### src/rtl/bar_pkg.sv
package bar_pkg;
   typedef enum logic [1:0] {
      TGT_NONE = 2'd0,
      TGT_FAST = 2'd1,
      TGT_IO   = 2'd2,
      TGT_VID  = 2'd3
   } bar_tgt_e;

   typedef struct packed {
      logic compat;
      logic vid_sh;
      logic io_sh;
   } bar_ctrl_t;
endpackage

### src/rtl/bar_ctrl_reg.sv
module bar_ctrl_reg
   import bar_pkg::*;
(
   input  logic      clk,
   input  logic      rst_n,
   input  logic      we,
   input  logic [2:0] wdata,
   output bar_ctrl_t ctrl,
   output logic      io_sh_eff,
   output logic      vid_sh_eff
);
   always_ff @(posedge clk or negedge rst_n) begin
      if (!rst_n) ctrl <= '0;
      else if (we) ctrl <= bar_ctrl_t'(wdata);
   end

   assign io_sh_eff  = ctrl.io_sh  | ctrl.compat;
   assign vid_sh_eff = ctrl.vid_sh | ctrl.compat;

   a_r11_hold : assert property (@(posedge clk) disable iff (!rst_n)
      !we |=> $stable(ctrl));
   a_r11_load : assert property (@(posedge clk) disable iff (!rst_n)
      we |=> (ctrl == bar_ctrl_t'($past(wdata))));
endmodule

### src/rtl/bar_phase.sv
module bar_phase #(
   parameter int RATIO = 8,
   localparam int PH_W = (RATIO > 1) ? $clog2(RATIO) : 1
) (
   input  logic            clk,
   input  logic            rst_n,
   output logic [PH_W-1:0] phase,
   output logic            last
);
   localparam logic [PH_W-1:0] LAST_PH = PH_W'(RATIO - 1);

   if (RATIO < 2) begin : g_bad_ratio
      $error("bar_phase: RATIO must be at least 2");
   end

   if ((RATIO & (RATIO - 1)) == 0) begin : g_pow2
      always_ff @(posedge clk or negedge rst_n) begin
         if (!rst_n) phase <= '0;
         else        phase <= phase + 1'b1;
      end
   end else begin : g_mod
      always_ff @(posedge clk or negedge rst_n) begin
         if (!rst_n)               phase <= '0;
         else if (phase == LAST_PH) phase <= '0;
         else                      phase <= phase + 1'b1;
      end
   end

   assign last = (phase == LAST_PH);

   a_r8_phase_step : assert property (@(posedge clk) disable iff (!rst_n)
      1'b1 |=> (phase == (($past(phase) == LAST_PH) ? '0 : $past(phase) + 1'b1)));
endmodule

### src/rtl/bar_decode.sv
module bar_decode
   import bar_pkg::*;
#(
   parameter int              BANK_W    = 8,
   parameter int              ADDR_W    = 16,
   parameter logic [BANK_W-1:0] IO_BANK  = 8'hC0,
   parameter logic [BANK_W-1:0] VID_BANK = 8'hD0,
   parameter int              VID_BANKS = 2,
   parameter logic [ADDR_W-1:0] IO_LO   = 16'hD000,
   parameter logic [ADDR_W-1:0] IO_HI   = 16'hD7FF,
   parameter logic [ADDR_W-1:0] CART_LO = 16'h8000,
   parameter logic [ADDR_W-1:0] CART_HI = 16'hBFFF
) (
   input  logic              req,
   input  logic [BANK_W-1:0] bank,
   input  logic [ADDR_W-1:0] addr,
   input  logic              cart,
   input  logic              io_sh,
   input  logic              vid_sh,
   output bar_tgt_e          tgt
);
   if (VID_BANKS < 1 || VID_BANKS > 16) begin : g_bad_vb
      $error("bar_decode: VID_BANKS out of range");
   end
   if (IO_LO > IO_HI || CART_LO > CART_HI) begin : g_bad_win
      $error("bar_decode: window bounds reversed");
   end

   logic [VID_BANKS-1:0] vid_home_hit;
   logic [VID_BANKS-1:0] vid_low_hit;

   for (genvar i = 0; i < VID_BANKS; i++) begin : g_vb
      assign vid_home_hit[i] = (bank == VID_BANK + BANK_W'(i));
      assign vid_low_hit[i]  = (bank == BANK_W'(i));
   end

   logic low0, io_win, cart_win, io_hit, vid_hit;

   always_comb begin
      low0     = (bank == '0);
      io_win   = (addr >= IO_LO) && (addr <= IO_HI);
      cart_win = (addr >= CART_LO) && (addr <= CART_HI) && cart;
      io_hit   = (bank == IO_BANK) || (io_sh && low0 && (io_win || cart_win));
      vid_hit  = (|vid_home_hit) || (vid_sh && (|vid_low_hit));
      if (!req)         tgt = TGT_NONE;
      else if (io_hit)  tgt = TGT_IO;
      else if (vid_hit) tgt = TGT_VID;
      else              tgt = TGT_FAST;
   end
endmodule

### src/rtl/bank_route_arbiter.sv
module bank_route_arbiter
   import bar_pkg::*;
#(
   parameter int BANK_W    = 8,
   parameter int ADDR_W    = 16,
   parameter int RATIO     = 8,
   parameter int VID_BANKS = 2
) (
   input  logic              clk,
   input  logic              rst_n,
   input  logic              cpu_req,
   input  logic [BANK_W-1:0] cpu_bank,
   input  logic [ADDR_W-1:0] cpu_addr,
   input  logic              cpu_rnw,
   input  logic              cart_present,
   input  logic              ctrl_we,
   input  logic [2:0]        ctrl_wdata,
   input  logic              fetch_req,
   output logic              sel_fast,
   output logic              sel_io,
   output logic              sel_vid,
   output logic              cpu_ce,
   output logic              wr_stb
);
   localparam int PH_W = (RATIO > 1) ? $clog2(RATIO) : 1;

   bar_ctrl_t        ctrl;
   logic             io_sh, vid_sh;
   logic [PH_W-1:0]  phase;
   logic             ph_last;
   bar_tgt_e         tgt;

   bar_ctrl_reg u_ctrl (
      .clk(clk), .rst_n(rst_n), .we(ctrl_we), .wdata(ctrl_wdata),
      .ctrl(ctrl), .io_sh_eff(io_sh), .vid_sh_eff(vid_sh)
   );

   bar_phase #(.RATIO(RATIO)) u_phase (
      .clk(clk), .rst_n(rst_n), .phase(phase), .last(ph_last)
   );

   bar_decode #(.BANK_W(BANK_W), .ADDR_W(ADDR_W), .VID_BANKS(VID_BANKS)) u_dec (
      .req(cpu_req), .bank(cpu_bank), .addr(cpu_addr), .cart(cart_present),
      .io_sh(io_sh), .vid_sh(vid_sh), .tgt(tgt)
   );

   always_comb begin
      sel_fast = (tgt == TGT_FAST);
      sel_io   = (tgt == TGT_IO);
      sel_vid  = (tgt == TGT_VID);
      unique case (tgt)
         TGT_IO:  cpu_ce = ph_last;
         TGT_VID: cpu_ce = !fetch_req;
         default: cpu_ce = 1'b1;
      endcase
      wr_stb = cpu_req && !cpu_rnw && cpu_ce;
   end

   a_r10_one_target : assert property (@(posedge clk) disable iff (!rst_n)
      $onehot0({sel_fast, sel_io, sel_vid}));
   a_r10_req_target : assert property (@(posedge clk) disable iff (!rst_n)
      cpu_req |-> ($countones({sel_fast, sel_io, sel_vid}) == 1));
   a_r8_io_wrap : assert property (@(posedge clk) disable iff (!rst_n)
      (sel_io && cpu_ce) |=> (phase == '0));
   a_r9_fetch_stall : assert property (@(posedge clk) disable iff (!rst_n)
      (sel_vid && fetch_req) |-> !cpu_ce);
   a_r12_no_read_strobe : assert property (@(posedge clk) disable iff (!rst_n)
      cpu_rnw |-> !wr_stb);
endmodule

### config.mk
export PLATFORM = sky130hd
export DESIGN_NAME = bank_route_arbiter
export DESIGN_NICKNAME = d
export VERILOG_FILES = /design/src/rtl/bar_pkg.sv /design/src/rtl/bar_ctrl_reg.sv /design/src/rtl/bar_phase.sv /design/src/rtl/bar_decode.sv /design/src/rtl/bank_route_arbiter.sv
export SDC_FILE = /design/constraint.sdc
export NUM_CORES = 1
export LEC_CHECK = 0
export ABC_AREA = 1
export BUFFER_PORTS_ARGS = -buffer_cell sky130_fd_sc_hd__clkbuf_2
export CAP_MARGIN = 20
export CORE_AREA = 2 2 41 43
export DETAILED_ROUTE_END_ITERATION = 12
export DIE_AREA = 0 0 43 45
export GPL_TIMING_DRIVEN = 0
export MAX_ROUTING_LAYER = met4
export PLACE_DENSITY = 0.73
export REMOVE_ABC_BUFFERS = 1
export SLEW_MARGIN = 20
export SYNTH_ARGS = -nofsm -noshare
export SYNTH_HDL_FRONTEND = slang
export SYNTH_SLANG_ARGS = --single-unit
### constraint.sdc
create_clock -name clk -period 1.14 [get_ports clk]
set_clock_uncertainty 0.15 [all_clocks]
set_input_delay 0.114 -clock clk [delete_from_list [all_inputs] [get_ports clk]]
set_output_delay 0.114 -clock clk [all_outputs]
set_load 0.03 [all_outputs]
Word level (Yosys, flattened, before mapping)
Index checks and enable logic that the tools add are counted.

word-level totals
  register bits = 6
  input bits = 34
  output and inout bits = 5
  word-level logic and storage cells = 39

operators by class
  $add $sub $neg = 1
  magnitude comparators = 4
  equal/unequal tests = 8
  mux-type cells = 4
  bitwise operators = 2
  reductions and logical operators = 16

operators by type and width
  operator                                                   count
  greater-or-equal comparator 16 bit, second input constant  2
  less-or-equal comparator 16 bit, second input constant     2
  equality test 8 bit, second input constant                 3
  equality test 8 x 1 -> 1 bit, second input constant        1
  logical AND 1 bit                                          8
  zero test 8 bit                                            1
  two-way mux 2 bit                                          3
  equality test 2 bit, second input constant                 2
  OR reduction 2 bit                                         2
  adder 3 x 1 -> 3 bit, second input constant                1
  equality test 3 bit, second input constant                 1
  logical OR 1 bit                                           3
  equality test 2 x 1 -> 1 bit, second input constant        1
  zero test 1 bit                                            2
  bitwise OR 1 bit                                           2
  case mux 1 bit (2 select lines)                            1

Longest topological paths before layout
  depth after elaboration = 11
  gate-level depth with buffers = 9
  mapped depth without buffers = 9

Hierarchy
Synthesis repeated with hierarchy kept, for this count alone.

unflattened totals
  cell total of the unflattened synthesis = 61
  area total of the unflattened synthesis = 400.4 µm²

by module, submodules not included
  module              times used  cells an instance  area each (µm²)  seq. area each (µm²)
  bar_ctrl_reg        1           15                 125.1            75.1
  bar_decode          1           26                 113.9            0.0
  bar_phase           1           6                  103.8            75.1
  bank_route_arbiter  1           14                 57.6             0.0

Worst setup path before layout
No wires, ideal clock.

  path type = register to output
  start = reg, netlist name u_ctrl.ctrl[2]
  end = out sel_fast
  arrival time = 1.385 ns
  path slack = -0.509 ns
  cell stages (with the launch flop) = 6
  path buffers = 0
  cell sequence = dfrtp_1 nor2_1 nor2_4 nand3_2 o21ai_4 nor3_1

on the way
  cells in the longest elaborated chain, start to end = 7
  elaborated cells between the ends (all ways) = 11

ends and longest elaborated chain
  item                                                   line                                    RTL
  bitwise OR 1 bit, on equally long branches             bar_ctrl_reg.sv:18, bar_ctrl_reg.sv:17
  logical AND 1 bit, on equally long branches            bar_decode.sv:44, bar_decode.sv:43
  logical OR 1 bit or logical AND 1 bit (tied branches)  bar_decode.sv:44, bar_decode.sv:43
  two-way mux 2 bit or logical OR 1 bit (tied branches)  bar_decode.sv:47, bar_decode.sv:43
  two-way mux 2 bit (*)                                  bar_decode.sv:46                        else if (io_hit) tgt = TGT_IO;
  two-way mux 2 bit (*)                                  bar_decode.sv:45                        if (!req) tgt = TGT_NONE;
  equality test 2 x 1 -> 1 bit (*)                       bank_route_arbiter.sv:48                sel_fast = (tgt == TGT_FAST);
  end: declaration                                       bank_route_arbiter.sv:19                output logic sel_fast,

Every way passes the cells marked *; elsewhere a longest branch is shown, timed or not.

Final worst setup path
  start = reg, netlist name u_ctrl.ctrl[2]
  end = out wr_stb

on the way
  cells in the longest elaborated chain, start to end = 9
  elaborated cells between the ends (all ways) = 14

ends and longest elaborated chain
  item                                                   line                                    RTL
  bitwise OR 1 bit, on equally long branches             bar_ctrl_reg.sv:18, bar_ctrl_reg.sv:17
  logical AND 1 bit, on equally long branches            bar_decode.sv:44, bar_decode.sv:43
  logical OR 1 bit or logical AND 1 bit (tied branches)  bar_decode.sv:44, bar_decode.sv:43
  two-way mux 2 bit or logical OR 1 bit (tied branches)  bar_decode.sv:47, bar_decode.sv:43
  two-way mux 2 bit (*)                                  bar_decode.sv:46
  two-way mux 2 bit (*)                                  bar_decode.sv:45
  equality test 2 bit                                    bank_route_arbiter.sv:51                unique case (tgt)
  case mux 1 bit (2 select lines) (*)                    bank_route_arbiter.sv:51
  logical AND 1 bit (*)                                  bank_route_arbiter.sv:56                wr_stb = cpu_req && !cpu_rnw && cpu_ce;
  end: declaration                                       bank_route_arbiter.sv:23                output logic wr_stb

Marked as above.

==> summary.md <==
| Metric | Value |
|---|---|
| CP delay by family, top | simple AND/OR/NAND/NOR gates |
| Critical path capture point type | output port |
| Total Power | 0.000567 W |
| Synth-to-layout area growth | 63.0% |
| Place WS | -0.326 ns |
| Clock sink count | 6 |
| Top cells by area, synth | dfrtp_1 32%, inv_1 8.0%, nor2_1 8.0%, nand2_1 7.2%, nand3_2 6.4% |
| Final net count | 139 |
| Initial antenna violation count | 0 |
| CTS clock-pin slew for the worst setup and hold paths | 0.04 ns |
| Cells after Synth | 63 |
| Fraction of layout cells with a size suffix above 1 | 0.554 |
| Warnings, synthesis | 0 |
| Worst Tran Pin Value | 0.208 ns |
| Mean Syn Cell Area | 7.47 um^2 |
| Core footprint | 1470 um^2 |
| 1st-pass router iterations | 4 |
| Max-slew headroom | 0.860 |
| WP data required | 0.88 ns |
| Post-route setup slack | -0.541 ns |
| Flops & latches, synth | 6 |
| Status | complete, but fails checks |
| Post-synth top area share | 0.319 |
| Vias in the first global route | 459 |
| GRT Total Usage | 0.122 |
| H-tree depth | 1 |
| Starting DRC count in detailed routing | 5 |
| Ant diodes | 0 |
| DIE HEIGHT | 45 um |
| Hold Crit Class | input pin to async pin |
| RSZ-0062 raised after global routing | yes |
| Clk root buf | clkbuf_4 |
| Achievable frequency | 0.595 GHz |
| VDD IR max | 0.000483 V |
| Die width | 43 um |
| CTS tree | yes |
| Area leader, netlist | dfrtp_1 |
| Post-DP HPWL | 817 um |
| CP Buf/Inv Count | 1 |
| Max incr delay on CP | 0.38 ns |
| I/O pin cnt | 39 |
| Failing checks | negative setup slack |
| Final period util | 1.47 |
| Clock buffer count from CTS | 3 |
| FP Rows | 14 |
| Post-route setup TNS | -2.46 ns |
| Total die area | 1940 um^2 |
| Maxcap violations | 0 |
| Drt wl/cell | 8.78 um |
| Crit path cell chain | nor2_2 -> nor2_4 -> nand3_2 -> nor2_1 -> nor2_1 -> nand3_2 -> nand2_2 -> nor2_1 -> buf_4 |
| Final core utilization | 0.521 |
| Final setup vio count | 5 |
| Startpoint types | flop |
| Hold Fails Final Rpt | 0 |
| P_leak | 0.420 nW |
| Vias/cell | 4.29 |
| GPL Wtd Cong | 0.593 |
| Synthesized area | 470 um^2 |
| CP Depth | 9 |
| Most common cell on crit path | nor2_1 |
| Netlist cell types | 21 |
| WL final | 1030 um |
| First-pass GRT wire length | 1640 um |
| Clock latency on the worst-skew pair | 0.24 ns |
| Residual DRC | 0 |
| Max clock buf depth | 2 |
| IO buf count | 27 |
| Fin. max-slew vios | 0 |
| Worst hold slack | 0.0828 ns |
| Detail Route Antenna Nets | 0 |
| CP arrival | 1.42 ns |
| Pwr dens | 739 nW/um^2 |
| Crit Path Class | flop to output port |
| Reg2reg path depth | 2 |
| Largest net degree at the start of global routing | 7 |
| Total grt overflow | 0 |
| Crit-path max FO | 2 |
| Sequential area share after synthesis | 0.319 |
| Via count | 502 |
| Initial core utilization | 0.320 |
| Critical path's slowest cell | dfrtp_1 |
| Post-layout minimum cycle time | 1.68 ns |
-- timing repair --
| action | 4_1_cts | 5_1_grt |
|---|---|---|
| endpoints found under the hold margin | 9 | 0 |
| setup buffers | 1 | 2 |
| resized for setup | 10 | 11 |
| hold buffers | 5 | 0 |
| setup endpoints to repair | 5 | 7 |
| pin swaps | 0 | 1 |
-- worst paths after layout --
| path | from | endpoint | slack [ns] |
|---|---|---|---|
| worst max-delay path | u_ctrl.ctrl[2]$_DFFE_PN0P_ | wr_stb | -0.54 |
| min in group clk | ctrl_we | u_ctrl.ctrl[2]$_DFFE_PN0P_ | 0.16 |
| worst max register to register | u_phase.phase[0]$_DFF_PN0_ | u_phase.phase[2]$_DFF_PN0_ | 0.03 |
| worst min register to register | u_phase.phase[1]$_DFF_PN0_ | u_phase.phase[1]$_DFF_PN0_ | 0.32 |
| worst min-delay path | rst_n | u_phase.phase[2]$_DFF_PN0_ | 0.08 |
| max in group asynchronous | rst_n | u_ctrl.ctrl[1]$_DFFE_PN0P_ | 0.60 |
-- registers in the layout (all words and copies together), names as in the netlist --
| name | cells |
|---|---|
| u_ctrl.ctrl | 3 |
| u_phase.phase | 3 |
-- power by group --
| group | leakage [nW] | internal (W) | switching [W] |
|---|---|---|---|
| sequential | 0.0738 | 0.000224 | 0.00000529 |
| combinational | 0.332 | 0.0000757 | 0.0000715 |
| clock | 0.0138 | 0.000119 | 0.0000717 |
-- cell type report --
class	count	area, um^2
Fill cell	151	704
Multi-Input combinational cell	43	277
Timing Repair Buffer	35	244
Sequential cell	6	150
Inverter	14	53.8
Clock buffer	3	22.5
Tap cell	16	20.0
-- metal layers --
metal / share of wire / GRT usage / vias to the layer above
met1: 0.38 / 0.111 / 223
met5: 0 / - / -
met4: 0 / 0.0909 / 0
met3: 0.035 / 0.0240 / 0
li1: - / - / 267
met2: 0.58 / 0.224 / 12
-- synthesized netlist by cell type --
master	instances
clkinv_2	1
nand2_4	1
inv_2	3
nand2_2	4
ha_1	2
nand3_1	1
or2_2	1
nor2_1	10
o21ai_4	1
nor2_2	1
o21ai_0	2
nand4_1	1
inv_1	10
nand2_1	9
nor3_1	3
dfrtp_1	6
or2_1	1
mux2_2	1
nand3_2	3
nor3_2	1
nor2_4	1
-- stage by stage --
step | cells | cell area [um^2]
after global routing | 117 | 767
after CTS | 115 | 738
after detailed placement | 106 | 626
after floorplan | 63 | 470
final | 117 | 767
after global placement | 106 | 626
-- cell families (layout without fill, tap and decap cells) --
family | Yosys count | after routing | share of synthesized area
AOI/OAI and AO/OA | 3 | 3 | 0.0559
adders and majority gates | 2 | 2 | 0.0532
buffers and inverters | 14 | 52 | 0.114
DFF | 6 | 6 | 0.319
muxes | 1 | 1 | 0.0239
and+or+nand+nor | 37 | 37 | 0.434
-- cell usage in the layout (no fill, tap or decap) --
cell type and count:
buf_4 6, nor2_4 1, nand4_1 1, or2_2 1, dlygate4sd3_1 4, nand2_2 6, dfrtp_1 6, nand3_1 1
buf_6 1, nand2_4 1, nor3_1 3, or2_1 1, nor2_1 8, buf_8 2, nor3_2 1, o21ai_4 1
clkbuf_2 21, nand2_1 7, inv_2 4, nor2_2 3, inv_1 9, o21ai_0 2, nand3_2 3, mux2_2 1
clkbuf_4 3, clkinv_2 1, ha_1 2, dlymetal6s4s_1 1
(Power assumes the default switching activity.)
